**config.mk**
```make
export PLATFORM = sky130hd
export DESIGN_NAME = tsi_core
export DESIGN_NICKNAME = d
export VERILOG_FILES = /design/src/rtl/tsi_pkg.sv /design/src/rtl/tsi_frame_seq.sv /design/src/rtl/tsi_frame_mem.sv /design/src/rtl/tsi_conn_map.sv /design/src/rtl/tsi_core.sv
export SDC_FILE = /design/constraint.sdc
export NUM_CORES = 1
export LEC_CHECK = 0
export ABC_CLOCK_PERIOD_IN_PS = 4200
export BUFFER_PORTS_ARGS = -buffer_cell sky130_fd_sc_hd__buf_4
export CAP_MARGIN = 0
export CORE_ASPECT_RATIO = 1.1
export CORE_MARGIN = 2
export CORE_UTILIZATION = 55
export DETAILED_ROUTE_END_ITERATION = 10
export PLACE_DENSITY = 0.77
export SLEW_MARGIN = 40
export SYNTH_ARGS = -nofsm -noshare
export SYNTH_HDL_FRONTEND = slang
export SYNTH_SLANG_ARGS = --single-unit
```
**constraint.sdc**
```tcl
create_clock -name clk -period 4.2 [get_ports clk]
set_clock_uncertainty 0.15 [all_clocks]
set_input_delay 0 -clock clk [delete_from_list [all_inputs] [get_ports clk]]
set_output_delay 0 -clock clk [all_outputs]
set_load 0.02 [all_outputs]
```
**src/rtl/tsi_pkg.sv**
```systemverilog
package tsi_pkg;
  localparam int SAMPLE_W = 8;
  typedef logic [SAMPLE_W-1:0] sample_t;
  localparam sample_t IDLE_CODE = 8'hFF;
endpackage

```
**src/rtl/tsi_frame_seq.sv**
```systemverilog
module tsi_frame_seq #(
  parameter int SLOTS = 32,
  parameter int AW    = $clog2(SLOTS)
) (
  input  logic          clk,
  input  logic          rst_n,
  output logic [AW-1:0] slot_cnt,
  output logic          frame_wrap,
  output logic          wr_bank
);
  localparam logic [AW-1:0] LAST = AW'(SLOTS - 1);

  function automatic logic [AW-1:0] slot_after(input logic [AW-1:0] s);
    return (s == LAST) ? '0 : s + 1'b1;
  endfunction

  assign frame_wrap = (slot_cnt == LAST);

  always_ff @(posedge clk) begin
    if (!rst_n) begin
      slot_cnt <= '0;
      wr_bank  <= 1'b0;
    end else begin
      slot_cnt <= slot_after(slot_cnt);
      if (frame_wrap) wr_bank <= ~wr_bank;
    end
  end
endmodule

```
**src/rtl/tsi_frame_mem.sv**
```systemverilog
module tsi_frame_mem #(
  parameter int SLOTS = 32,
  parameter int AW    = $clog2(SLOTS)
) (
  input  logic             clk,
  input  logic             wr_bank,
  input  logic [AW-1:0]    wr_addr,
  input  tsi_pkg::sample_t wr_data,
  input  logic [AW-1:0]    rd_addr,
  output tsi_pkg::sample_t rd_data
);
  tsi_pkg::sample_t bank_out [2];

  for (genvar b = 0; b < 2; b++) begin : g_bank
    tsi_pkg::sample_t mem [SLOTS];
    always_ff @(posedge clk) begin
      if (wr_bank == 1'(b)) mem[wr_addr] <= wr_data;
    end
    assign bank_out[b] = mem[rd_addr];
  end

  // the bank not being written holds the previous frame
  assign rd_data = bank_out[~wr_bank];
endmodule

```
**src/rtl/tsi_conn_map.sv**
```systemverilog
module tsi_conn_map #(
  parameter int SLOTS = 32,
  parameter int AW    = $clog2(SLOTS)
) (
  input  logic                    clk,
  input  logic                    rst_n,
  input  logic                    cfg_we,
  input  logic [AW-1:0]           cfg_slot,
  input  logic [AW-1:0]           cfg_src,
  input  logic                    cfg_idle,
  input  logic                    commit,
  input  logic [AW-1:0]           rd_slot,
  output logic [AW-1:0]           rd_src,
  output logic                    rd_idle,
  output logic [SLOTS*(AW+1)-1:0] act_flat
);
  localparam int EW = AW + 1;

  function automatic logic [EW-1:0] home_entry(input int idx);
    return {1'b0, AW'(idx)};
  endfunction

  logic [EW-1:0] act_arr [SLOTS];

  for (genvar i = 0; i < SLOTS; i++) begin : g_ent
    logic [EW-1:0] sh_q, act_q, sh_next;
    logic          hit;
    assign hit     = cfg_we && (cfg_slot == AW'(i));
    assign sh_next = hit ? {cfg_idle, cfg_src} : sh_q;
    always_ff @(posedge clk) begin
      if (!rst_n) begin
        sh_q  <= home_entry(i);
        act_q <= home_entry(i);
      end else begin
        sh_q <= sh_next;
        if (commit) act_q <= sh_next;
      end
    end
    assign act_arr[i]              = act_q;
    assign act_flat[i*EW +: EW]    = act_q;
  end

  logic [EW-1:0] rd_entry;
  assign rd_entry = act_arr[rd_slot];
  assign rd_src   = rd_entry[AW-1:0];
  assign rd_idle  = rd_entry[AW];
endmodule

```
**src/rtl/tsi_core.sv**
```systemverilog
module tsi_core #(
  parameter int SLOTS = 32,
  localparam int AW   = $clog2(SLOTS)
) (
  input  logic          clk,
  input  logic          rst_n,
  input  logic [7:0]    in_sample,
  input  logic          cfg_we,
  input  logic [AW-1:0] cfg_slot,
  input  logic [AW-1:0] cfg_src,
  input  logic          cfg_idle,
  output logic [7:0]    out_sample,
  output logic [AW-1:0] out_slot,
  output logic          frame_start
);
  import tsi_pkg::*;

  logic [AW-1:0]           slot_cnt;
  logic                    frame_wrap;
  logic                    wr_bank;
  logic [AW-1:0]           rd_src;
  logic                    rd_idle;
  logic [SLOTS*(AW+1)-1:0] act_flat;
  sample_t                 rd_data;
  logic                    primed;

  tsi_frame_seq #(.SLOTS(SLOTS), .AW(AW)) u_seq (
    .clk(clk), .rst_n(rst_n), .slot_cnt(slot_cnt),
    .frame_wrap(frame_wrap), .wr_bank(wr_bank)
  );

  tsi_conn_map #(.SLOTS(SLOTS), .AW(AW)) u_map (
    .clk(clk), .rst_n(rst_n), .cfg_we(cfg_we), .cfg_slot(cfg_slot),
    .cfg_src(cfg_src), .cfg_idle(cfg_idle), .commit(frame_wrap),
    .rd_slot(slot_cnt), .rd_src(rd_src), .rd_idle(rd_idle),
    .act_flat(act_flat)
  );

  tsi_frame_mem #(.SLOTS(SLOTS), .AW(AW)) u_mem (
    .clk(clk), .wr_bank(wr_bank), .wr_addr(slot_cnt),
    .wr_data(in_sample), .rd_addr(rd_src), .rd_data(rd_data)
  );

  function automatic sample_t pick_out(input logic ready, input logic idle,
                                       input sample_t data);
    return (!ready || idle) ? IDLE_CODE : data;
  endfunction

  always_ff @(posedge clk) begin
    if (!rst_n) begin
      primed      <= 1'b0;
      out_sample  <= IDLE_CODE;
      out_slot    <= '0;
      frame_start <= 1'b0;
    end else begin
      if (frame_wrap) primed <= 1'b1;
      out_sample  <= pick_out(primed, rd_idle, rd_data);
      out_slot    <= slot_cnt;
      frame_start <= (slot_cnt == '0);
    end
  end
endmodule

```
==> impl_metrics.ini <==
[power_and_ir_drop]
sequentialPowerShare = 0.499
peakVddDrop_mv = 0.481
power.switching_w = 0.00432
switching_share = 0.226
power_frac_comb = 0.065
power_leakage_nw = 15.6
clkPwrFrac = 0.435
power.density_mw_per_mm2 = 470
internal-power_w = 0.0148

[synth]
yosysSeqAreaShare = 0.648
ys.warnings.count = 0
synth.distinct_cells = 67
syn_area_sq_mm = 0.0362
ys.flop_type = edfxtp_1
syn_nets = 2689
postSynthCellCount = 2662
yosysTopAreaCell = edfxtp_1
synth_edf_count = 512
yosys-top-cells-area = edfxtp_1, dfxtp_1, mux2i_1
synth-seq-cells = 917
async_flop_share = 0
synth_top_area_frac = 0.424
postSynthAreaPerCell_sq_um = 13.6

[worst_setup_path]
critical_path_required_ns = 4.66
reg2reg_depth = 11
start_kind = flip-flop
arrival_ns = 4.37
endpoint_kind = flip-flop
worst-path-max-fanout = 35
rrSetupSlack_ns = 0.29
crit_type = reg -> reg

[detailed_routing]
first_pass_iters = 8
wire_per_inst_um = 24.5
remaining_drc_errors = 0
via_per_inst = 6.11
via_count = 22200
drt_iter0_drc = 2389
wirelength_um = 89000
ant_nets = 0

[sta]
setup_viol = 0
fin_ws_ns = 0.289
maxSlewViolCount = 0
rsz0062_at_grt = no
setup_tns_ns = 0
fin_crit_sh = 0.931
fmax_mhz = 256
slew_headroom = 0.415
hold_viol = 0
worst_pin_slew_ns = 0.874
fin_crit_ns = 3.91

[global_route]
grt_pass1_vias = 22200
grt.overflow.total = 0
antenna_found_initial = 2
grt_max_degree = 115
grt_pass1_wl_um = 135000
grtUsageTotal = 0.260

[die]
dieArea_sq_mm = 0.0680
design.core.area_sq_mm = 0.0651
die_x_um = 249
rows = 98
pin_count = 36
initial_core_util = 0.557
die_h_um = 273

[cts]
htree_num_levels = 3
cts_buffers = 89
cts_resized = 0
cts_sinks = 917
cts.clk_slew.worst_paths_ns = 0.06
cts_root_buffer = clkbuf_16
clkLatencyLatePin_ns = 0.65
post_cts_buffers = 0
cts_tree = done
clockBufferDepth = 3

[hold_path]
whs_path_depth = 5
worstHoldPathType = in -> reg

[layout]
n_fill_cell = 4640
nNetsFinal = 2735
syn2layout_area_growth_pct = 12.3
drive_gt1_frac = 0.129
register_area_sq_mm = 0.0235
multiInputGateArea_sq_mm = 0.0115

[place]
numPortBuffers = 35
gp_congestion = 0.927
dp_hpwl_um = 55600
pre_cts_ws_ns = 0.326

[run_status]
run_status = finished, final reports clean

[flow_run]
drv_cap = 0
==> cell type report <==
type / instances / share of cell area
clock inverter: 53 / 0.0157
sequential: 917 / 0.577
inverter: 83 / 0.00765
timing repair buffer: 138 / 0.0318
multi-input combinational: 1479 / 0.282
antenna: 1 / 0.0000615
clock buffer: 114 / 0.0601
tap: 850 / 0.0261
==> timing repair <==
| action | 4_1_cts | 5_1_grt |
|---|---|---|
| hold buffers | 30 | 0 |
| hold endpoints to repair | 906 | 0 |
| endpoints found under the setup margin | 0 | 0 |
==> flip-flops by register name, indices dropped and copies added (netlist names) <==
name               flops
out_slot               5
u_seq.slot_cnt         5
frame_start            1
u_map.g_ent.sh_q     192
u_seq.wr_bank          1
primed                 1
u_mem.g_bank.mem     512
out_sample             8
u_map.g_ent.act_q    192
==> critical path, stage by stage, from the launching register on <==
cell	delay [ns]
dfxtp_4	0.79
mux4_2	0.59
a32oi_1	0.24
nand4_1	0.11
nand4b_4	0.30
buf_12	0.26
buf_4	0.23
mux2i_1	0.14
a22oi_1	0.30
nand4_1	0.22
o21ai_1	0.32
o21a_1	0.18
==> logic make-up (layout without fill, tap and decap cells) <==
group / after synthesis / after routing / share of synthesized area
DFF: 917 / 917 / 0.648
and+or+nand+nor: 581 / 581 / 0.0822
muxes: 462 / 462 / 0.138
AOI/OAI and AO/OA: 428 / 428 / 0.0904
buffers and inverters: 266 / 388 / 0.0388
adders and majority gates: 5 / 5 / 0.00173
xor gates and xnor gates: 3 / 3 / 0.000725
other: 0 / 1 / 0
==> final timing paths <==
| kind | from | end |
|---|---|---|
| worst max-delay path | u_seq.slot_cnt[0]$_SDFF_PP0_ | out_sample[5]$_SDFF_PP1_ |
| worst max register to register | u_seq.slot_cnt[0]$_SDFF_PP0_ | out_sample[5]$_SDFF_PP1_ |
| worst min-delay path | cfg_slot[1] | u_map.g_ent[22].sh_q[1]$_SDFF_PN1_ |
| worst min register to register | u_map.g_ent[10].act_q[3]$_SDFFE_PN1P_ | u_map.g_ent[10].act_q[3]$_SDFFE_PN1P_ |
==> power groups by stage <==
stage	clock network (W)	logic, W	registers [W]
2_1_floorplan	0	0.000858	0.00972
3_3_place_gp	0	0.00119	0.00974
3_5_place_dp	0	0.00121	0.00975
4_1_cts	0.00838	0.00124	0.00955
5_1_grt	0.00875	0.00131	0.00955
6_report	0.00832	0.00125	0.00955
==> layer usage <==
metal	track usage	routed length [um]	vias to the layer above
met1	0.323	34100	11000
li1	-	-	9946
met5	0	16	-
met2	0.451	44700	1011
met3	0.0421	6750	188
met4	0.112	3460	4
==> Yosys cell counts (3+ instances only) <==
| master | number |
|---|---|
| mux2_2 | 10 |
| buf_6 | 32 |
| inv_1 | 83 |
| a21oi_1 | 3 |
| a21boi_0 | 39 |
| mux2i_1 | 420 |
| mux2_1 | 3 |
| nand2_1 | 230 |
| dfxtp_1 | 405 |
| nand3b_1 | 5 |
| and2_1 | 9 |
| o21ai_0 | 80 |
| nor3b_1 | 3 |
| a32oi_1 | 5 |
| edfxtp_1 | 512 |
| nand3_1 | 67 |
| a211oi_4 | 4 |
| ha_1 | 5 |
| buf_2 | 17 |
| o21a_1 | 9 |
| nand2b_1 | 15 |
| nor2_1 | 90 |
| nand4_1 | 35 |
| buf_1 | 12 |
| buf_4 | 14 |
| mux4_2 | 28 |
| nand4b_1 | 3 |
| a22oi_1 | 133 |
| o22ai_1 | 10 |
| nor2b_1 | 84 |
| a211oi_2 | 5 |
| o211ai_1 | 3 |
| buf_8 | 7 |
| nor3_1 | 8 |
| nor4_4 | 8 |
| clkbuf_1 | 100 |
| or3_1 | 3 |
| o21ai_1 | 8 |
| o22a_1 | 115 |
==> stage by stage <==
stage               cell area, sq um   util  power, W  hold WS, ns  std cells
floorplan                      36200      -    0.0106      -0.0511       2662
global placement               37200  0.572    0.0109        0.149       3437
detailed placement             37300  0.573    0.0110        0.158       3437
CTS                            40700  0.625    0.0192       0.0574       3634
global route                   40700  0.625    0.0196       0.0477       3634
finish                         40700  0.625    0.0191       0.0347       3635
==> cells in the final DEF, fill, tap and decap left out, types with 6 or more instances in the layout <==
cell type	count
o22ai_1	10
clkbuf_8	6
a22oi_1	133
nand3_1	67
o21ai_0	80
a21boi_0	39
clkinv_1	9
o22a_1	115
dfxtp_1	403
and2_1	9
buf_12	14
mux4_2	28
o21a_1	9
mux2i_1	420
edfxtp_1	512
nor2_1	63
buf_4	92
nor2_2	26
nor2b_1	83
bufinv_16	11
clkinv_2	20
nand2_1	230
nor4_4	8
clkbuf_16	92
inv_1	83
clkinvlp_4	6
mux2_2	10
nand2b_1	14
nor3_1	6
o21ai_1	8
clkbuf_1	16
dlygate4sd3_1	30
nand4_1	35
Power figures use the tool's default switching activity.
